`config.mk`:
```
export PLATFORM = sky130hd
export DESIGN_NAME = fmt_burst_dbi
export DESIGN_NICKNAME = d
export VERILOG_FILES = /design/src/rtl/fmt_pkg.sv /design/src/rtl/fmt_dbi_byte.sv /design/src/rtl/fmt_beat_slice.sv /design/src/rtl/fmt_burst_dbi.sv
export SDC_FILE = /design/constraint.sdc
export NUM_CORES = 1
export LEC_CHECK = 0
export BUFFER_PORTS_ARGS = -buffer_cell sky130_fd_sc_hd__buf_2
export CORE_UTILIZATION = 50
export DETAILED_ROUTE_END_ITERATION = 6
export GPL_TIMING_DRIVEN = 1
export PLACE_DENSITY = 0.73
export SLEW_MARGIN = 10
export SYNTH_ARGS = -nofsm -noshare
export SYNTH_HDL_FRONTEND = slang
export SYNTH_SLANG_ARGS = --single-unit
```
`constraint.sdc`:
```
create_clock -name clk -period 11.8 [get_ports clk]
set_input_delay 2.36 -clock clk [delete_from_list [all_inputs] [get_ports clk]]
set_output_delay 2.36 -clock clk [all_outputs]
set_load 0.05 [all_outputs]
```
`src/rtl/fmt_pkg.sv`:
```
package fmt_pkg;

    typedef enum logic {
        MODE_BIN  = 1'b0,
        MODE_QUAD = 1'b1
    } fmt_mode_e;

endpackage

```
`src/rtl/fmt_dbi_byte.sv`:
```
module fmt_dbi_byte #(
    parameter int W = 8
) (
    input  logic [W-1:0] din,
    output logic [W-1:0] dout,
    output logic         inv
);
    localparam int CW = $clog2(W + 1);

    logic [CW-1:0] ones;

    always_comb begin
        ones = '0;
        for (int i = 0; i < W; i++) begin
            ones = ones + CW'(din[i]);
        end
        inv  = (ones > CW'(W / 2));
        dout = inv ? ~din : din;
    end
endmodule

```
`src/rtl/fmt_beat_slice.sv`:
```
module fmt_beat_slice #(
    parameter int LANES     = 16,
    parameter int BYTE_W    = 8,
    parameter int BIN_BEATS = 16,
    localparam int PAY_W    = LANES * BIN_BEATS,
    localparam int NBYTES   = LANES / BYTE_W,
    localparam int CNT_W    = $clog2(BIN_BEATS)
) (
    input  logic [PAY_W-1:0]  pay,
    input  logic [CNT_W-1:0]  idx,
    output logic [LANES-1:0]  bits,
    output logic [NBYTES-1:0] flag
);
    logic [LANES-1:0] raw;

    assign raw = pay[int'(idx)*LANES +: LANES];

    for (genvar b = 0; b < NBYTES; b++) begin : g_byte
        fmt_dbi_byte #(.W(BYTE_W)) u_inv (
            .din  (raw[b*BYTE_W +: BYTE_W]),
            .dout (bits[b*BYTE_W +: BYTE_W]),
            .inv  (flag[b])
        );
    end
endmodule

```
`src/rtl/fmt_burst_dbi.sv`:
```
module fmt_burst_dbi
    import fmt_pkg::*;
#(
    parameter int LANES     = 16,
    parameter int BYTE_W    = 8,
    parameter int BIN_BEATS = 16
) (
    input  logic                            clk,
    input  logic                            rst_n,
    input  logic                            in_valid,
    output logic                            in_ready,
    input  logic [LANES*BIN_BEATS-1:0]      in_data,
    input  logic                            in_mode,
    output logic                            out_valid,
    output logic [2*LANES-1:0]              out_sym,
    output logic [2*(LANES/BYTE_W)-1:0]     out_dbi
);
    localparam int PAY_W     = LANES * BIN_BEATS;
    localparam int NBYTES    = LANES / BYTE_W;
    localparam int SYM_BEATS = BIN_BEATS / 2;
    localparam int CNT_W     = $clog2(BIN_BEATS);

    typedef struct packed {
        logic             busy;
        fmt_mode_e        mode;
        logic [CNT_W-1:0] cnt;
        logic [PAY_W-1:0] pay;
    } state_t;

    state_t s_d, s_q;

    logic             quad_q;
    logic             at_last;
    logic [CNT_W-1:0] last_idx;
    logic [CNT_W-1:0] idx_a_d, idx_b_d;

    logic [LANES-1:0]  bits_a, bits_b;
    logic [NBYTES-1:0] flag_a, flag_b;

    assign quad_q = (s_q.mode == MODE_QUAD);

    // next-state and handshake
    always_comb begin
        last_idx = quad_q ? CNT_W'(SYM_BEATS - 1) : CNT_W'(BIN_BEATS - 1);
        at_last  = s_q.busy && (s_q.cnt == last_idx);
        in_ready = !s_q.busy || at_last;

        s_d = s_q;
        if (in_valid && in_ready) begin
            s_d.busy = 1'b1;
            s_d.mode = fmt_mode_e'(in_mode);
            s_d.cnt  = '0;
            s_d.pay  = in_data;
        end else if (at_last) begin
            s_d.busy = 1'b0;
            s_d.cnt  = '0;
        end else if (s_q.busy) begin
            s_d.cnt  = s_q.cnt + 1'b1;
        end

        idx_a_d = quad_q ? {s_q.cnt[CNT_W-2:0], 1'b0} : s_q.cnt;
        idx_b_d = {s_q.cnt[CNT_W-2:0], 1'b1};
    end

    always_ff @(posedge clk or negedge rst_n) begin
        if (!rst_n) begin
            s_q <= '0;
        end else begin
            s_q <= s_d;
        end
    end

    fmt_beat_slice #(
        .LANES(LANES), .BYTE_W(BYTE_W), .BIN_BEATS(BIN_BEATS)
    ) u_slice_a (
        .pay  (s_q.pay),
        .idx  (idx_a_d),
        .bits (bits_a),
        .flag (flag_a)
    );

    fmt_beat_slice #(
        .LANES(LANES), .BYTE_W(BYTE_W), .BIN_BEATS(BIN_BEATS)
    ) u_slice_b (
        .pay  (s_q.pay),
        .idx  (idx_b_d),
        .bits (bits_b),
        .flag (flag_b)
    );

    // symbol packing
    always_comb begin
        out_valid = s_q.busy;
        out_sym   = '0;
        out_dbi   = '0;
        if (s_q.busy) begin
            for (int l = 0; l < LANES; l++) begin
                out_sym[2*l +: 2] = quad_q ? {bits_a[l], bits_b[l]}
                                           : {1'b0, bits_a[l]};
            end
            for (int b = 0; b < NBYTES; b++) begin
                out_dbi[2*b +: 2] = quad_q ? {flag_a[b], flag_b[b]}
                                           : {1'b0, flag_a[b]};
            end
        end
    end
endmodule

```
==> results of run 1 <==
==> cell families (layout without fill, tap and decap cells) <==
| family | after synthesis | after routing | share of synthesized area, % |
|---|---|---|---|
| AND/OR/NAND/NOR | 215 | 215 | 7.21 |
| AO/OA/AOI/OAI | 268 | 268 | 12.0 |
| multiplexers | 368 | 368 | 29.1 |
| XOR/XNOR | 28 | 28 | 1.58 |
| flip-flops | 262 | 262 | 42.2 |
| adder cells (fa/ha/maj) | 29 | 29 | 3.11 |
| buffers and inverters | 138 | 405 | 4.82 |
==> cell usage in the layout, fill, tap and decap left out, types with 6 or more instances in the layout <==
cell | Yosys | layout
sky130_fd_sc_hd__a211oi_1 | 8 | 8
sky130_fd_sc_hd__mux2i_1 | 54 | 53
sky130_fd_sc_hd__nand3_1 | 13 | 13
sky130_fd_sc_hd__a2111oi_0 | 7 | 7
sky130_fd_sc_hd__a21o_1 | 6 | 6
sky130_fd_sc_hd__inv_1 | 31 | 31
sky130_fd_sc_hd__o22ai_1 | 16 | 16
sky130_fd_sc_hd__nor2b_1 | 20 | 20
sky130_fd_sc_hd__a221oi_1 | 9 | 9
sky130_fd_sc_hd__nor2_1 | 48 | 48
sky130_fd_sc_hd__clkbuf_1 | 13 | 6
sky130_fd_sc_hd__and2_1 | 7 | 7
sky130_fd_sc_hd__a21oi_1 | 62 | 62
sky130_fd_sc_hd__buf_2 | 53 | 296
sky130_fd_sc_hd__o221ai_1 | 14 | 14
sky130_fd_sc_hd__nand2b_1 | 19 | 19
sky130_fd_sc_hd__nand2_1 | 44 | 43
sky130_fd_sc_hd__dfrtp_1 | 262 | 258
sky130_fd_sc_hd__nor3_1 | 25 | 25
sky130_fd_sc_hd__o21ai_0 | 56 | 56
sky130_fd_sc_hd__fa_1 | 16 | 16
sky130_fd_sc_hd__o21a_1 | 7 | 7
sky130_fd_sc_hd__clkbuf_16 | 0 | 29
sky130_fd_sc_hd__a32oi_1 | 6 | 6
sky130_fd_sc_hd__ha_1 | 13 | 13
sky130_fd_sc_hd__mux4_2 | 39 | 39
sky130_fd_sc_hd__mux2_2 | 272 | 272
sky130_fd_sc_hd__buf_4 | 18 | 22
sky130_fd_sc_hd__xnor2_1 | 23 | 23
==> routing by layer <==
metal  vias up  wire, um  global-route usage (%)
met5         -         0                       0
li1       5379         -                       -
met3       141      4480                    6.67
met4         0      2260                    11.9
met2       683     24500                    52.9
met1      6158     20100                    41.5
==> registers in the layout, summed over array words and instances, names as in the netlist <==
| register | flops |
|---|---|
| idx_b_d | 3 |
| out_valid | 1 |
| quad_q | 1 |
| s_q | 257 |
==> worst min path at each step <==
stage                                end                 start  slack (ns)  cells past startpoint
floorplan           s_q[173]$_DFFE_PN0P_  s_q[173]$_DFFE_PN0P_        0.47                      1
global placement     s_q[34]$_DFFE_PN0P_   s_q[34]$_DFFE_PN0P_        0.49                      1
detailed placement  s_q[200]$_DFFE_PN0P_  s_q[200]$_DFFE_PN0P_        0.49                      1
CTS                  s_q[40]$_DFFE_PN0P_   s_q[40]$_DFFE_PN0P_        0.51                      1
global route         s_q[34]$_DFFE_PN0P_   s_q[34]$_DFFE_PN0P_        0.52                      1
finish               s_q[75]$_DFFE_PN0P_   s_q[75]$_DFFE_PN0P_        0.51                      1
==> cell type report <==
class,count,area [sq um],share of cell area (%)
inverter,36,135,0.746
tap,396,495,2.74
timing repair buffer,319,1660,9.17
multi-input combinational,908,8250,45.6
sequential,262,6570,36.3
clock inverter,12,206,1.14
clock buffer,38,790,4.36
==> stage by stage <==
| step | cells | area [sq um] | worst slack [ns] | utilization, % |
|---|---|---|---|---|
| floorplan | 1308 | 15500 | 3.14 | - |
| global placement | 1921 | 17100 | 2.88 | 56.0 |
| detailed placement | 1921 | 17100 | 2.80 | 56.0 |
| CTS | 1971 | 18100 | 2.20 | 59.2 |
| global route | 1971 | 18100 | 1.77 | 59.2 |
| finish | 1971 | 18100 | 2.04 | 59.2 |
==> PnR_summary.wiki, run 1 <==
{| class="wikitable"
! Metric !! Value
|-
| Worst stage delay on the critical path || about 0.73 ns
|-
| Die Outline Area || roughly 32000 sq um
|-
| Setup slack of the most critical reg-to-reg path || 7.48 ns
|-
| Num Clock Sinks || 262
|-
| Cell-by-cell listing of the critical path || buf_4, mux2i_2, buf_4, nor4_1, a211oi_2, fa_1, fa_1, inv_1, fa_1, inv_1, ha_1, fa_1, o22ai_1, a21oi_1, a21oi_1, nor2_1, and3_1, a211oi_1, buf_2
|-
| Kind of end point of the critical path || output port
|-
| Y dimension of the die || 178 um
|-
| Critical Path Stages || 19
|-
| Maximum clock path buffer count || 3
|-
| Synth cell count leaders || sky130_fd_sc_hd__mux2_2, sky130_fd_sc_hd__dfrtp_1, sky130_fd_sc_hd__a21oi_1
|-
| Buffers plus inverters on the worst setup path || 5
|-
| Filler cell count || about 2500
|-
| Most common cell in the synthesized netlist || sky130_fd_sc_hd__mux2_2
|-
| Share of the yosys chip area belonging to registers || 42.2%
|-
| I/O pins || between 200 and 300
|-
| Total of cells resized after clock tree synthesis || 0
|-
| Final weighted congestion in routability-driven placement || 1.02
|-
| Core Footprint || 30600 sq um
|-
| Cell types occupying the most area after synthesis || sky130_fd_sc_hd__dfrtp_1, sky130_fd_sc_hd__mux2_2, sky130_fd_sc_hd__mux4_2
|-
| Share of cells above drive strength 1 || between 40% and 50%
|-
| Number of hold-slack violations in the final timing report || 0
|-
| CTS tree || done
|-
| Arrival @ worst endpoint || 7.40 ns
|-
| Final max-slew violation count || 0
|-
| Vias per cell || 6.27
|-
| Slowest cell on crit path || sky130_fd_sc_hd__dfrtp_4
|-
| Minimum clock period || just under 10 ns
|-
| Cell mode on critical path || sky130_fd_sc_hd__fa_1
|-
| Avg WL per Cell || 26.0 um
|-
| Remaining max-slew budget at the tightest pin || 14.2%
|-
| Initial antenna violation count || 0
|-
| Portion of synthesized cell area occupied by the leading cell type || 42.2%
|-
| Fraction of synthesis flops using an asynchronous set or reset pin || 100%
|-
| Post-route clock period utilization || approximately 83%
|-
| Flip-flop and latch count after synthesis || 262
|-
| HPWL reported at the end of detailed placement || 38.3 mm
|-
| Final count of negative-setup-slack endpoints || 0
|-
| Number of max-cap violations || 0
|-
| Via count of the first global-routing pass || 12300
|-
| Worst hold slack || ~0.5 ns
|-
| Critical path's top delay family || adder cells
|-
| Diode insertion count for antenna repair || 0
|-
| Global-route usage over all layers || 32.1%
|-
| Peak Freq || about 0.10 GHz
|-
| Maximum level of the CTS H-tree || 1
|-
| Number of buffers inserted by port buffering || 297
|-
| DRC errors left || 0
|-
| Number of nets in the finished design || 1845
|-
| Number of buffers inserted to repair setup after CTS || 0
|-
| Largest fanout on the critical path || 41
|-
| Post-synthesis area per instance || 11.9 sq um
|-
| Req. time, crit path || approximately 9.4 ns
|-
| Worst setup SP type || register
|-
| Transition time at the pin with the least slew margin || 1.27 ns
|-
| RSZ-0062 raised after global routing || false
|-
| Antenna violation net count after detailed routing || 0
|-
| Die extent in x || 178 um
|-
| Number of different library cells in the post-synthesis netlist || 83
|-
| Worst clock skew || 0.0104 ns
|-
| Sum of negative setup slack || 0 ns
|-
| Hold_buf cts || 0
|-
| Synth Flop Type || sky130_fd_sc_hd__dfrtp_1
|-
| Total CTS buffers || 29
|-
| Cell depth of the worst flop-to-flop path || 8
|-
| Crit path launch || quad_q$_DFFE_PN0P_
|-
| Endpoint of the worst-slack reg-to-reg timing path || s_q[161]$_DFFE_PN0P_
|-
| Clock-pin slew of the registers on the worst-case setup and hold paths || 0.06 ns
|-
| Rows || 64
|-
| Final wirelength || 51.3 mm
|-
| Maximum number of pins on one net before global-route repair || between 100 and 150
|-
| Number of flops mapped to enable cells by yosys || 0
|-
| Library cell occupying the most area in the post-synthesis netlist || sky130_fd_sc_hd__dfrtp_1
|-
| Count of TritonRoute iterations in the first routing pass || 6
|-
| Clk root buf || sky130_fd_sc_hd__clkbuf_16
|-
| Effective utilization at floorplan || 50.8%
|-
| First-pass GRT wire length || between 70 and 80 mm
|-
| Mapped Nets || 1597
|-
| Cell area after technology mapping || around 16000 sq um
|-
| Yosys warns || 0
|-
| Worst setup path endpoint || out_sym[8]
|-
| Number of violations reported at the end of detailed-routing iteration 0 || 1569
|-
| Post-synthesis to final-layout area growth || 16.5%
|-
| Synth Instances || 1308
|-
| Outcome || completed
|-
| Total congestion overflow || 0
|-
| Worst min path class || register to register
|-
| Source-to-sink clock delay at the later pin of the worst-skew pair || 0.57 ns
|-
| Total number of vias || 12400
|-
| R2R Path Start || idx_b_d[1]$_DFFE_PN0P_
|-
| Critical path class || register to output port
|}
Power of run 1 is not shown: default switching activity piles up to over one toggle a cycle in this logic, so the estimate is an artifact.
==> run 2: changes to the inputs <==
Clock period 11.8 ns to 9.9 ns, I/O delays scaled along.
==> run 2 against run 1 <==
Via count grew 2.7%. Clock-buffer cell count shrank 4. Worst setup slack lost 1.6 ns. Die area is the same. Clock skew grew 0.011 ns. Hold slack is essentially flat.
==> PnR_summary.wiki, run 2 (same netlist as run 1, synthesis figures left out) <==
{| class="wikitable"
! Metric !! Value
|-
| Number of flip-flops under the largest register name || 257
|-
| Die extent in x || ~180 um
|-
| Outcome || completed
|-
| Total of cells resized after clock tree synthesis || 0
|-
| Diode insertion count for antenna repair || 0
|-
| Core Footprint || between 30000 and 40000 sq um
|-
| Count of TritonRoute iterations in the first routing pass || 6
|-
| Final standard cell utilization of the core || 59.6%
|-
| Placed Instances || 1931
|-
| Cell-by-cell listing of the critical path || buf_4, nor2b_1, a221oi_1, o2111ai_1, nand4b_1, fa_1, fa_1, inv_1, fa_1, inv_1, ha_1, fa_1, o22ai_1, a21oi_1, a21o_1, nor2_1, o21a_1, a2111oi_2, buf_2
|-
| Worst setup SP type || register
|-
| Rows || 64
|-
| Vias per cell || 6.40
|-
| Critical path class || register to output port
|-
| Hold path depth || 1
|-
| Hold_buf cts || 0
|-
| Effective utilization at floorplan || between 50 and 60%
|-
| Via count of the first global-routing pass || around 13000
|-
| Total number of vias || 12700
|-
| Arrival @ worst endpoint || 7.50 ns
|-
| Remaining max-slew budget at the tightest pin || 22.3%
|-
| Final wirelength || about 52 mm
|-
| Clock-pin slew of the registers on the worst-case setup and hold paths || 0.07 ns
|-
| Post-route non-filler standard cell count || between 1500 and 2000
|-
| Leading cell types in the layout, fill and taps excluded || sky130_fd_sc_hd__buf_2, sky130_fd_sc_hd__mux2_2, sky130_fd_sc_hd__dfrtp_1
|-
| Maximum clock path buffer count || 3
|-
| Clk root buf || sky130_fd_sc_hd__clkbuf_16
|-
| Initial antenna violation count || 0
|-
| DRC errors left || 0
|-
| Req. time, crit path || 7.92 ns
|-
| Sum of negative setup slack || 0 ns
|-
| Number of buffers inserted by port buffering || approximately 300
|-
| Number of nets in the finished design || 1854
|-
| Worst min path class || register to register
|-
| HPWL reported at the end of detailed placement || 39.0 mm
|-
| RSZ-0062 raised after global routing || false
|-
| Total CTS buffers || 28
|-
| Y dimension of the die || 178 um
|-
| Biggest register || s_q
|-
| CTS tree || done
|-
| Final max-slew violation count || 0
|-
| Slowest cell on crit path || sky130_fd_sc_hd__dfrtp_4
|-
| Die Outline Area || 31800 sq um
|-
| Final count of negative-setup-slack endpoints || 0
|-
| Filler cell count || 2584
|-
| Cell depth of the worst flop-to-flop path || 8
|-
| Maximum level of the CTS H-tree || 1
|-
| Cell mode on critical path || sky130_fd_sc_hd__fa_1
|-
| Worst hold slack || 0.510 ns
|-
| Final weighted congestion in routability-driven placement || slightly above 1
|-
| First-pass GRT wire length || between 70 and 80 mm
|-
| Maximum number of pins on one net before global-route repair || between 100 and 150
|-
| Largest fanout on the critical path || 45
|-
| Number of buffers inserted to repair setup after CTS || 0
|-
| Number of violations reported at the end of detailed-routing iteration 0 || between 1000 and 1500
|-
| Antenna violation net count after detailed routing || 0
|-
| Global-route usage over all layers || 32.6%
|-
| Most frequent standard cell in the layout excluding fill and tap cells || sky130_fd_sc_hd__buf_2
|-
| Worst clock skew || 0.0210 ns
|-
| Register area || 6570 sq um
|-
| Worst stage delay on the critical path || around 0.76 ns
|-
| Total congestion overflow || 0
|-
| Post-route clock period utilization || 95.8%
|-
| Number of hold-slack violations in the final timing report || 0
|-
| I/O pins || just under 300
|-
| Peak Freq || 0.105 GHz
|-
| Share of cells above drive strength 1 || 45.2%
|-
| Kind of end point of the critical path || output port
|-
| Post-synthesis to final-layout area growth || 17.2%
|-
| Num Clock Sinks || 262
|-
| Source-to-sink clock delay at the later pin of the worst-skew pair || approximately 0.58 ns
|-
| Transition time at the pin with the least slew margin || 1.17 ns
|-
| Avg WL per Cell || roughly 26 um
|-
| Number of max-cap violations || 0
|-
| Minimum clock period || around 9.5 ns
|-
| Combined area of the multi-input logic cells || between 8000 and 9000 sq um
|}
run 2: critical path: cells and delay by family (launching register included):
family | cells | cell delay [ns]
fa+ha+maj | 5 | 2.29
flops | 1 | 0.76
compound gates | 7 | 1.69
simple gates | 3 | 1.15
buf+inv | 4 | 0.96
run 2: layer usage:
metal  global-route usage, %  vias to the layer above  wire [um]
met5                       0                        -          0
met4                    16.3                        0       3090
met3                    6.73                      185       5180
met2                    51.9                      831      24000
met1                    42.3                     6278      19800
li1                        -                     5398          -
run 2: cell type report:
cell class / count / area share [%]
clock buffer: 34 / 4.13
tap: 396 / 2.72
clock inverter: 18 / 1.43
timing repair buffer: 329 / 9.66
inverter: 36 / 0.741
multi-input combinational: 908 / 45.3
sequential: 262 / 36.0
run 2: worst paths after layout:
check	startpoint	to	slack (ns)
max	idx_b_d[2]$_DFFE_PN0P_	out_sym[4]	0.42
min	s_q[130]$_DFFE_PN0P_	s_q[130]$_DFFE_PN0P_	0.51
max reg2reg	idx_b_d[1]$_DFFE_PN0P_	s_q[86]$_DFFE_PN0P_	5.60
min reg2reg	s_q[130]$_DFFE_PN0P_	s_q[130]$_DFFE_PN0P_	0.51
max in group asynchronous	rst_n	quad_q$_DFFE_PN0P_	7.04
min in group asynchronous	rst_n	s_q[82]$_DFFE_PN0P_	1.47
run 2: stage by stage:
stage	area (sq um)	setup WS, ns
after floorplan	15500	1.62
after global placement	17200	1.27
after detailed placement	17200	1.21
after CTS	18200	0.599
after global routing	18200	0.137
final	18200	0.420
Power of run 2 is left out for the same reason.
==> run 3: changes to the inputs <==
Clock period 9.9 ns to 9.86 ns, I/O delays scaled along.
==> run 3 against run 2 <==
Die area unchanged. Via count decreased by 1.3%. Core utilization fell by 0.22 points. Hold slack worse by 0.0024 ns. Critical endpoint unchanged. Clock-buffer cell count is 7 higher. Non-clock buffer count shrank 4. Routed wire length is 0.62% lower. Flip-flop and latch count is the same. Worst setup slack worse by 0.090 ns. Sequential share of layout area up 0.13 points. Final area shrank 0.37%.
==> PnR_summary.wiki, run 3 (same netlist as run 1, synthesis figures left out) <==
{| class="wikitable"
! Metric !! Value
|-
| Sum of negative setup slack || 0 ns
|-
| Final max-slew violation count || 0
|-
| Outcome || completed
|-
| Rows || 64
|-
| Maximum level of the CTS H-tree || 1
|-
| Largest fanout on the critical path || 47
|-
| Number of buffers inserted by port buffering || 297
|-
| Arrival @ worst endpoint || 7.56 ns
|-
| Req. time, crit path || 7.89 ns
|-
| Antenna violation net count after detailed routing || 0
|-
| Diode insertion count for antenna repair || 0
|-
| Final count of negative-setup-slack endpoints || 0
|-
| Peak Freq || 0.105 GHz
|-
| Number of violations reported at the end of detailed-routing iteration 0 || between 1500 and 2000
|-
| Worst min path class || register to register
|-
| Vias per cell || 6.33
|-
| Maximum clock path buffer count || 3
|-
| Total number of vias || ~13000
|-
| Num Clock Sinks || 262
|-
| Worst setup SP type || register
|-
| Transition time at the pin with the least slew margin || 1.11 ns
|-
| Placement Cell Area || between 15000 and 20000 sq um
|-
| Die Outline Area || 31800 sq um
|-
| Minimum clock period || 9.53 ns
|-
| HPWL reported at the end of detailed placement || 38.8 mm
|-
| Leading cell types in the layout, fill and taps excluded || sky130_fd_sc_hd__buf_2, sky130_fd_sc_hd__mux2_2, sky130_fd_sc_hd__dfrtp_1
|-
| Maximum number of pins on one net before global-route repair || 140
|-
| Total of cells resized after clock tree synthesis || 0
|-
| Number of buffers inserted to repair setup after CTS || 0
|-
| Initial antenna violation count || 0
|-
| Critical path class || register to output port
|-
| Clock-pin slew of the registers on the worst-case setup and hold paths || ~0.060 ns
|-
| Post-synthesis to final-layout area growth || 16.8%
|-
| Final wirelength || 51.7 mm
|-
| Kind of end point of the critical path || output port
|-
| Number of max-cap violations || 0
|-
| Hold_buf cts || 0
|-
| Number of flip-flops under the largest register name || 257
|-
| I/O pins || 298
|-
| Avg WL per Cell || 26.1 um
|-
| Final Cell Area || 18200 sq um
|-
| Count of TritonRoute iterations in the first routing pass || 6
|-
| RSZ-0062 raised after global routing || false
|-
| Final weighted congestion in routability-driven placement || 0.980
|-
| Number of hold-slack violations in the final timing report || 0
|-
| Share of cells above drive strength 1 || about 45%
|-
| Worst hold slack || 0.507 ns
|-
| Biggest register || s_q
|-
| Via count of the first global-routing pass || between 10000 and 15000
|-
| Die extent in x || between 150 and 200 um
|-
| Clk root buf || sky130_fd_sc_hd__clkbuf_16
|-
| CTS tree || done
|-
| Global-route usage over all layers || between 30% and 40%
|-
| Worst clock skew || 0.0167 ns
|-
| Most frequent standard cell in the layout excluding fill and tap cells || sky130_fd_sc_hd__buf_2
|-
| Source-to-sink clock delay at the later pin of the worst-skew pair || 0.58 ns
|-
| Core Footprint || 30600 sq um
|-
| DRC errors left || 0
|-
| Post-route clock period utilization || 96.7%
|-
| Number of nets in the finished design || 1851
|-
| Total CTS buffers || 29
|-
| Total congestion overflow || 0
|-
| Effective utilization at floorplan || about half
|-
| Remaining max-slew budget at the tightest pin || 26.3%
|-
| First-pass GRT wire length || roughly 76 mm
|-
| Y dimension of the die || between 150 and 200 um
|}
==> run 3: changes by cell type in the layout (fill, tap and decap cells not counted), sizes merged <==
| cell | change |
|---|---|
| bufinv | -3 |
| inv | +1 |
| clkbuf | +7 |
| clkinv | -5 |
| buf | -4 |
| clkinvlp | +2 |
==> run 3: critical path: stages (launching register included) <==
cell                        delay [ns]
sky130_fd_sc_hd__dfrtp_4          0.78
sky130_fd_sc_hd__buf_4            0.56
sky130_fd_sc_hd__nor2b_1          0.67
sky130_fd_sc_hd__a221oi_1         0.20
sky130_fd_sc_hd__o2111ai_1        0.43
sky130_fd_sc_hd__nand4b_1         0.33
sky130_fd_sc_hd__fa_1             0.57
sky130_fd_sc_hd__fa_1             0.50
sky130_fd_sc_hd__inv_1            0.06
sky130_fd_sc_hd__fa_1             0.53
sky130_fd_sc_hd__inv_1            0.05
sky130_fd_sc_hd__ha_1             0.21
sky130_fd_sc_hd__fa_1             0.48
sky130_fd_sc_hd__o22ai_1          0.07
sky130_fd_sc_hd__a21oi_1          0.18
sky130_fd_sc_hd__a21o_1           0.31
sky130_fd_sc_hd__nor2_1           0.15
sky130_fd_sc_hd__o21a_1           0.15
sky130_fd_sc_hd__a2111oi_2        0.34
sky130_fd_sc_hd__buf_2            0.33
==> run 3: metal layers <==
layer	up-vias	routed length [um]	global-route usage, %
met5	-	0	0
met4	0	2610	15.2
met3	147	4790	5.35
met2	775	24400	52.2
met1	6199	19900	42.9
li1	5411	-	-
==> run 3: final timing paths <==
check	startpoint	to	slack, ns	cells after the start
min in group asynchronous	rst_n	s_q[66]$_DFFE_PN0P_	1.49	1
worst max register to register	idx_b_d[2]$_DFFE_PN0P_	s_q[24]$_DFFE_PN0P_	5.42	8
max in group asynchronous	rst_n	quad_q$_DFFE_PN0P_	7.07	2
worst min register to register	s_q[34]$_DFFE_PN0P_	s_q[34]$_DFFE_PN0P_	0.51	1
worst min-delay path	s_q[34]$_DFFE_PN0P_	s_q[34]$_DFFE_PN0P_	0.51	1
worst max-delay path	idx_b_d[2]$_DFFE_PN0P_	out_sym[4]	0.33	19
==> run 3: area by class of cell <==
| type | instances | area, sq um |
|---|---|---|
| clock inverters | 13 | 141 |
| inverters | 36 | 135 |
| flip-flops and latches | 262 | 6570 |
| repair buffers | 325 | 1760 |
| multi-input cells | 908 | 8250 |
| clock buffers | 41 | 811 |
| fillers | 2541 | 12400 |
| well taps | 396 | 495 |
==> run 3: per-stage QoR <==
step                      setup WS (ns)  cells  util, %
after floorplan                    1.59   1308        -
after global placement             1.24   1927     56.3
after detailed placement           1.20   1927     56.3
after CTS                         0.584   1981     59.4
after global routing              0.138   1981     59.4
final                             0.330   1981     59.4
Power of run 3 is left out for the same reason.
